<file path="src/rtl/nvg_pkg.sv">
package nvg_pkg;
  localparam logic [1:0] A_CTRL  = 2'd0;
  localparam logic [1:0] A_KEY   = 2'd1;
  localparam logic [1:0] A_IFLAG = 2'd2;
  localparam logic [1:0] A_IEN   = 2'd3;

  localparam logic [7:0] KEY_FIRST  = 8'h55;
  localparam logic [7:0] KEY_SECOND = 8'hAA;

  localparam int B_SEL  = 7;
  localparam int B_ERR  = 3;
  localparam int B_WREN = 2;
  localparam int B_WR   = 1;
  localparam int B_RD   = 0;
  localparam int B_CPLT = 4;

  typedef struct packed {
    logic cp_prog;
    logic cp_data;
    logic wr_allow;
  } cfg_t;
endpackage

</file>
<file path="src/rtl/nvg_lockout.sv">
module nvg_lockout #(
  parameter int unsigned LOCK_CYCLES = 1440000
) (
  input  logic clk,
  input  logic por_n,
  output logic active
);
  localparam int unsigned CW = (LOCK_CYCLES < 1) ? 1 : $clog2(LOCK_CYCLES + 1);

  logic [CW-1:0] cnt_q;

  assign active = (cnt_q != CW'(LOCK_CYCLES));

  always_ff @(posedge clk) begin
    if (!por_n)      cnt_q <= '0;
    else if (active) cnt_q <= cnt_q + CW'(1);
  end

  // once the window has closed it stays closed until power-on reset
  a_r4_window_stays_closed: assert property (@(posedge clk) disable iff (!por_n)
    !active |=> !active);
endmodule

</file>
<file path="src/rtl/nvg_unlock.sv">
module nvg_unlock import nvg_pkg::*; (
  input  logic       clk,
  input  logic       rst_n,
  input  logic       wr_en,
  input  logic       is_key,
  input  logic [7:0] wdata,
  output logic       armed
);
  logic half_q;
  logic armed_q;

  assign armed = armed_q;

  always_ff @(posedge clk) begin
    if (!rst_n) begin
      half_q  <= 1'b0;
      armed_q <= 1'b0;
    end else begin
      armed_q <= wr_en && is_key && (wdata == KEY_SECOND) && half_q;
      if (wr_en) half_q <= is_key && (wdata == KEY_FIRST);
    end
  end

  // the start window is open for one cycle only
  a_r3_window_one_cycle: assert property (@(posedge clk) disable iff (!rst_n)
    armed |=> !armed);
endmodule

</file>
<file path="src/rtl/nvg_cfg.sv">
module nvg_cfg import nvg_pkg::*; #(
  parameter logic [2:0] CFG_INIT = 3'b001
) (
  input  logic       clk,
  input  logic       por_n,
  input  logic       prog_we,
  input  logic [2:0] prog_wdata,
  input  logic       erase,
  output cfg_t       cfg
);
  cfg_t cfg_q;
  cfg_t wd;

  assign wd  = cfg_t'(prog_wdata);
  assign cfg = cfg_q;

  always_ff @(posedge clk) begin
    if (!por_n) begin
      cfg_q <= cfg_t'(CFG_INIT);
    end else if (erase) begin
      cfg_q <= cfg_t'(3'b001);
    end else if (prog_we) begin
      cfg_q.wr_allow <= cfg_q.wr_allow & wd.wr_allow;
      cfg_q.cp_data  <= cfg_q.cp_data  | wd.cp_data;
      cfg_q.cp_prog  <= cfg_q.cp_prog  | wd.cp_prog;
    end
  end

  // no change without the external port
  a_r6_cfg_frozen: assert property (@(posedge clk) disable iff (!por_n)
    (!prog_we && !erase) |=> $stable(cfg_q));
  // without erase the word only tightens
  a_r6_only_tightens: assert property (@(posedge clk) disable iff (!por_n)
    !erase |=> (!$rose(cfg_q.wr_allow) && !$fell(cfg_q.cp_data) && !$fell(cfg_q.cp_prog)));
endmodule

</file>
<file path="src/rtl/nvm_guard.sv">
module nvm_guard import nvg_pkg::*; #(
  parameter int unsigned LOCK_CYCLES = 1440000,
  parameter logic [2:0]  CFG_INIT    = 3'b001
) (
  input  logic       clk,
  input  logic       por_n,
  input  logic       sys_rst_n,
  input  logic       cpu_we,
  input  logic [1:0] cpu_addr,
  input  logic [7:0] cpu_wdata,
  output logic [7:0] cpu_rdata,
  output logic       irq,
  output logic       arr_start,
  output logic       arr_write,
  output logic       arr_prog,
  input  logic       arr_done,
  input  logic       ext_cfg_we,
  input  logic [2:0] ext_cfg_wdata,
  input  logic       ext_erase,
  input  logic       ext_rd_req,
  input  logic       ext_wr_req,
  output logic       ext_rd_grant,
  output logic       ext_wr_grant
);
  logic rst_any_n;
  logic lock_active;
  logic armed;
  cfg_t cfg;

  logic sel_q, err_q, wren_q, wr_q, rd_q;
  logic flag_q, ien_q;
  logic start_q, opw_q, opp_q;

  logic ctrl_we, iflag_we, ien_we, busy, path_ok, wr_go, rd_go, ext_open;

  assign rst_any_n = por_n & sys_rst_n;

  nvg_lockout #(.LOCK_CYCLES(LOCK_CYCLES)) u_lock (
    .clk(clk), .por_n(por_n), .active(lock_active));

  nvg_unlock u_unlock (
    .clk(clk), .rst_n(rst_any_n), .wr_en(cpu_we),
    .is_key(cpu_addr == A_KEY), .wdata(cpu_wdata), .armed(armed));

  nvg_cfg #(.CFG_INIT(CFG_INIT)) u_cfg (
    .clk(clk), .por_n(por_n), .prog_we(ext_cfg_we),
    .prog_wdata(ext_cfg_wdata), .erase(ext_erase), .cfg(cfg));

  assign ctrl_we  = cpu_we && (cpu_addr == A_CTRL);
  assign iflag_we = cpu_we && (cpu_addr == A_IFLAG);
  assign ien_we   = cpu_we && (cpu_addr == A_IEN);
  assign busy     = wr_q | rd_q;
  assign path_ok  = cpu_wdata[B_SEL] ? cfg.wr_allow : !lock_active;
  assign wr_go    = ctrl_we && cpu_wdata[B_WR] && !busy && armed && wren_q && path_ok;
  assign rd_go    = ctrl_we && cpu_wdata[B_RD] && !busy && !wr_go;

  always_ff @(posedge clk) begin
    if (!por_n) begin
      sel_q <= 1'b0; err_q <= 1'b0; wren_q <= 1'b0; wr_q <= 1'b0; rd_q <= 1'b0;
      flag_q <= 1'b0; ien_q <= 1'b0; start_q <= 1'b0; opw_q <= 1'b0; opp_q <= 1'b0;
    end else if (!sys_rst_n) begin
      err_q   <= err_q | wr_q;
      wren_q  <= 1'b0;
      wr_q    <= 1'b0;
      rd_q    <= 1'b0;
      flag_q  <= 1'b0;
      ien_q   <= 1'b0;
      start_q <= 1'b0;
    end else begin
      start_q <= wr_go | rd_go;
      if (ctrl_we) begin
        if (!busy) sel_q <= cpu_wdata[B_SEL];
        err_q  <= cpu_wdata[B_ERR];
        wren_q <= cpu_wdata[B_WREN];
      end
      if (iflag_we) flag_q <= cpu_wdata[B_CPLT];
      if (ien_we)   ien_q  <= cpu_wdata[B_CPLT];
      if (arr_done) begin
        wr_q <= 1'b0;
        rd_q <= 1'b0;
        if (wr_q) flag_q <= 1'b1;
      end
      if (wr_go) begin
        wr_q  <= 1'b1;
        opw_q <= 1'b1;
        opp_q <= cpu_wdata[B_SEL];
      end
      if (rd_go) begin
        rd_q  <= 1'b1;
        opw_q <= 1'b0;
        opp_q <= cpu_wdata[B_SEL];
      end
    end
  end

  always_comb begin
    cpu_rdata = 8'h00;
    case (cpu_addr)
      A_CTRL: begin
        cpu_rdata[B_SEL]  = sel_q;
        cpu_rdata[B_ERR]  = err_q;
        cpu_rdata[B_WREN] = wren_q;
        cpu_rdata[B_WR]   = wr_q;
        cpu_rdata[B_RD]   = rd_q;
      end
      A_IFLAG: cpu_rdata[B_CPLT] = flag_q;
      A_IEN:   cpu_rdata[B_CPLT] = ien_q;
      default: cpu_rdata = 8'h00;
    endcase
  end

  assign irq       = flag_q & ien_q;
  assign arr_start = start_q;
  assign arr_write = opw_q;
  assign arr_prog  = opp_q;

  assign ext_open     = !(cfg.cp_data || cfg.cp_prog);
  assign ext_rd_grant = ext_rd_req && ext_open;
  assign ext_wr_grant = ext_wr_req && ext_open;

  // a write start follows an open key window with write enable held
  a_r3_start_needs_key: assert property (@(posedge clk) disable iff (!rst_any_n)
    (arr_start && arr_write) |-> $past(armed && wren_q));
  // no data write while the lockout window is open
  a_r4_no_early_data_write: assert property (@(posedge clk) disable iff (!rst_any_n)
    (arr_start && arr_write && !arr_prog) |-> $past(!lock_active));
  // flash writes need write allow
  a_r5_flash_inhibit: assert property (@(posedge clk) disable iff (!rst_any_n)
    (arr_start && arr_write && arr_prog) |-> $past(cfg.wr_allow));
  // start bit holds until done, then clears
  a_r9_wr_holds: assert property (@(posedge clk) disable iff (!rst_any_n)
    (wr_q && !arr_done) |=> wr_q);
  a_r9_wr_clears: assert property (@(posedge clk) disable iff (!rst_any_n)
    (wr_q && arr_done) |=> !wr_q);
  // completion raises the flag
  a_r11_flag_on_done: assert property (@(posedge clk) disable iff (!rst_any_n)
    (wr_q && arr_done) |=> flag_q);
  // reset in the middle of a write leaves the error bit set
  a_r10_err_on_reset: assert property (@(posedge clk) disable iff (!por_n)
    (!sys_rst_n && wr_q) |=> err_q);
endmodule

</file>
<file path="config.mk">
export PLATFORM = sky130hd
export DESIGN_NAME = nvm_guard
export DESIGN_NICKNAME = d
export VERILOG_FILES = /design/src/rtl/nvg_pkg.sv /design/src/rtl/nvg_lockout.sv /design/src/rtl/nvg_unlock.sv /design/src/rtl/nvg_cfg.sv /design/src/rtl/nvm_guard.sv
export SDC_FILE = /design/constraint.sdc
export NUM_CORES = 1
export LEC_CHECK = 0
export BUFFER_PORTS_ARGS = -buffer_cell sky130_fd_sc_hd__buf_2
export CAP_MARGIN = 30
export CORE_MARGIN = 4
export CORE_UTILIZATION = 45
export CTS_CLUSTER_DIAMETER = 150
export DETAILED_ROUTE_END_ITERATION = 16
export PLACE_DENSITY = 0.67
export SETUP_SLACK_MARGIN = 0.15
export SYNTH_ARGS = -nofsm -noshare
export SYNTH_HDL_FRONTEND = slang
export SYNTH_SLANG_ARGS = --single-unit
</file>
<file path="constraint.sdc">
create_clock -name clk -period 2.4 [get_ports clk]
set_clock_uncertainty 0.2 [all_clocks]
set_input_delay 0.48 -clock clk [delete_from_list [all_inputs] [get_ports clk]]
set_output_delay 0.48 -clock clk [all_outputs]
set_load 0.05 [all_outputs]
</file>
==> reports/metrics.cfg <==
[job]
maxCapViolations=0

[clock_network]
cts_buffers=5
clk_latency_ns=0.29
cts.clk_slew.worst_paths_ns=0.07
cts_max_path_buffers=2
root_buffer=clkbuf_8
cts.htree.levels=2
cts.sinks=36
cts_tree=built

[routing]
wl_per_cell_um=12.4
wl_met2_um=1650
maxUsedRoutingLayer=met4
antenna_left=0
drt_iter0_drc=59
drt-met1-wl_um=1770
vias=1513
drc=0
wl_met3_um=157
wl_um=3670
first_pass_iters=4
vias_per_cell=5.11

[finish]
design_area_sq_um=2160
area_growth_pct=21.8
regArea_sq_um=722
fillers=351
finalNetCount=271
fin_util_pct=57.7
multiInputGateArea_sq_um=1020
num_antenna_cells=0
drive_gt1_share_pct=23.8

[grt]
antenna_found_initial=0
grt_pass1_wl_um=6050
overflow=0
grt_max_degree=28
grt_usage_pct=15.2
grt_pass1_vias=1389

[status]
status=finished clean

[sta]
slew_violations=0
fin_tns_setup_ns=0
fin_ws_ns=0.156
setup_viol_count_final=0
hold_viol=0
fmax_ghz=0.446
rsz0062_at_grt=yes
finalCritPeriodShare_pct=93.5
fin_crit_ns=2.24

[placed_design]
place.gp.congestion=0.809
dpl.hpwl_um=2700
place_ws_ns=0.0618
dpl-instance-area_sq_um=2050
io_buffers=33

[power_and_ir_drop]
power_mw=1.16
vdd.ir_drop.worst_mv=0.339
powerDensity_nw_per_um2=536
leakagePower_nw=0.934

[logic_synthesis]
synth-seq-cells=36
synthFlopType=dfxtp_1
synth.distinct_cells=39
avgSynthCellArea_sq_um=8.78
yosys-top-cells-area=dfxtp_1 41%, and2_1 8.5%, xnor2_1 5.4%
synth_warnings=0
synth-seq-area-share_pct=40.6
synth_common_cells=36 x dfxtp_1, 24 x and2_1, 19 x nand2_1
synth_most_common_cell=dfxtp_1
synth.top_cell.area_share_pct=40.6
synth-edff-count=0
async_flop_share_pct=0
syn_area_sq_um=1770
yosysTopAreaCell=dfxtp_1
netlist_instances=202

[setup_path]
crit_chain=or4_1 -> or4_4 -> nor3_4 -> buf_4 -> o21ai_2 -> a21o_1
required_ns=2.39
critPathTopFamily=simple AND/OR/NAND/NOR gates
startpoint=u_lock.cnt_q[19]$_SDFFE_PN0P_
worst-path-max-fanout=4
worstSetupEndpointType=flip-flop
arrival_ns=2.23
slowest_delay_ns=0.52
startpoint_type=flip-flop
reg2reg_from=u_lock.cnt_q[19]$_SDFFE_PN0P_
path_class=flip-flop to flip-flop
path_buf_inv=1
crit_slowest_cell=or4_1

[min_path]
hp-start=ext_cfg_wdata[1]
hold_path.class=primary input to flip-flop

[floorplan]
core_sq_um=3740
die_area_sq_um=5010
start_util_pct=47.4
fp.dieW_um=70.8
io_pins=36
dieHeight_um=70.8
row_count=22

## layout by cell type, fill, tap and decap left out, drive strengths merged, types with 2 or more instances in the layout
cell    count
nor2b       5
nand2      19
and2       24
nand4       6
and3        2
nor4bb      4
xnor2      11
a21oi       6
dfxtp      36
or4         3
xor2        7
nor3b       5
o21ai       3
a21boi      2
nand3      12
buf        44
conb        2
nor3        5
inv         5
clkbuf      8
mux2i       6
a21o        2
nand2b      3
ha          2
nor2       14
## kinds of logic (layout without fill, tap and decap cells)
group	Yosys count	after routing	share of synthesized area (%)
and+or+nand+nor	108	108	35.0
DFF	36	36	40.6
AOI/OAI and AO/OA	19	19	7.55
muxes	6	6	3.39
buffers and inverters	12	57	2.96
xor gates and xnor gates	18	18	8.89
adders and majority gates	2	2	1.41
other	1	2	0.211
## power breakdown
group | switching, mW | total [mW] | internal [mW]
Combinational | 0.0621 | 0.103 | 0.0408
Clock | 0.210 | 0.444 | 0.234
Sequential | 0.00649 | 0.612 | 0.605
## metrics by stage
| stage | hold WS (ns) | instances |
|---|---|---|
| floorplan | 0.227 | 203 |
| global placement | 0.244 | 286 |
| detailed placement | 0.249 | 286 |
| CTS | 0.217 | 294 |
| global route | 0.265 | 296 |
| finish | 0.225 | 296 |
## metal layers
layer  vias to the layer above  global-route usage (%)
met2                        26                    23.3
met1                       698                    19.5
met5                         -                       0
li1                        781                       -
met4                         0                    8.77
met3                         8                    3.69
## path summary, 6_finish.rpt
check | end | slack [ns] | cells after the start
max | rd_q$_SDFFE_PN0P_ | 0.16 | 6
max reg2reg | rd_q$_SDFFE_PN0P_ | 0.16 | 6
min | u_cfg.cfg[1]$_SDFFE_PP0P_ | 0.22 | 3
min reg2reg | u_unlock.armed$_SDFF_PN0_ | 0.26 | 2
## layout make-up
type / count / area share [%]
Clock buffer: 8 / 4.17
Multi-Input combinational cell: 155 / 47.3
Sequential cell: 36 / 33.4
Tap cell: 48 / 2.78
Timing Repair Buffer: 44 / 11.5
Inverter: 5 / 0.869
## state kept, by name (all words and copies together), names as in the netlist
register,cells
ien_q,1
rd_q,1
u_lock.cnt_q,21
arr_prog,1
arr_write,1
flag_q,1
wr_q,1
arr_start,1
err_q,1
sel_q,1
u_unlock.armed,1
u_unlock.half_q,1
wren_q,1
u_cfg.cfg,3
## tightest hold or removal path: stages
cell and delay, ns:
buf_2 0.08, a21oi_1 0.05, nor2_1 0.07
## timing repair
action / 4_1_cts / 5_1_grt
buffers inserted: 0 / 2
setup endpoints to repair: 5 / 7
gates cloned: 0 / 0
pin swaps: 0 / 0
gates resized for setup: 2 / 3
hold buffers: 0 / 0
Power figures use the tool's default switching activity.
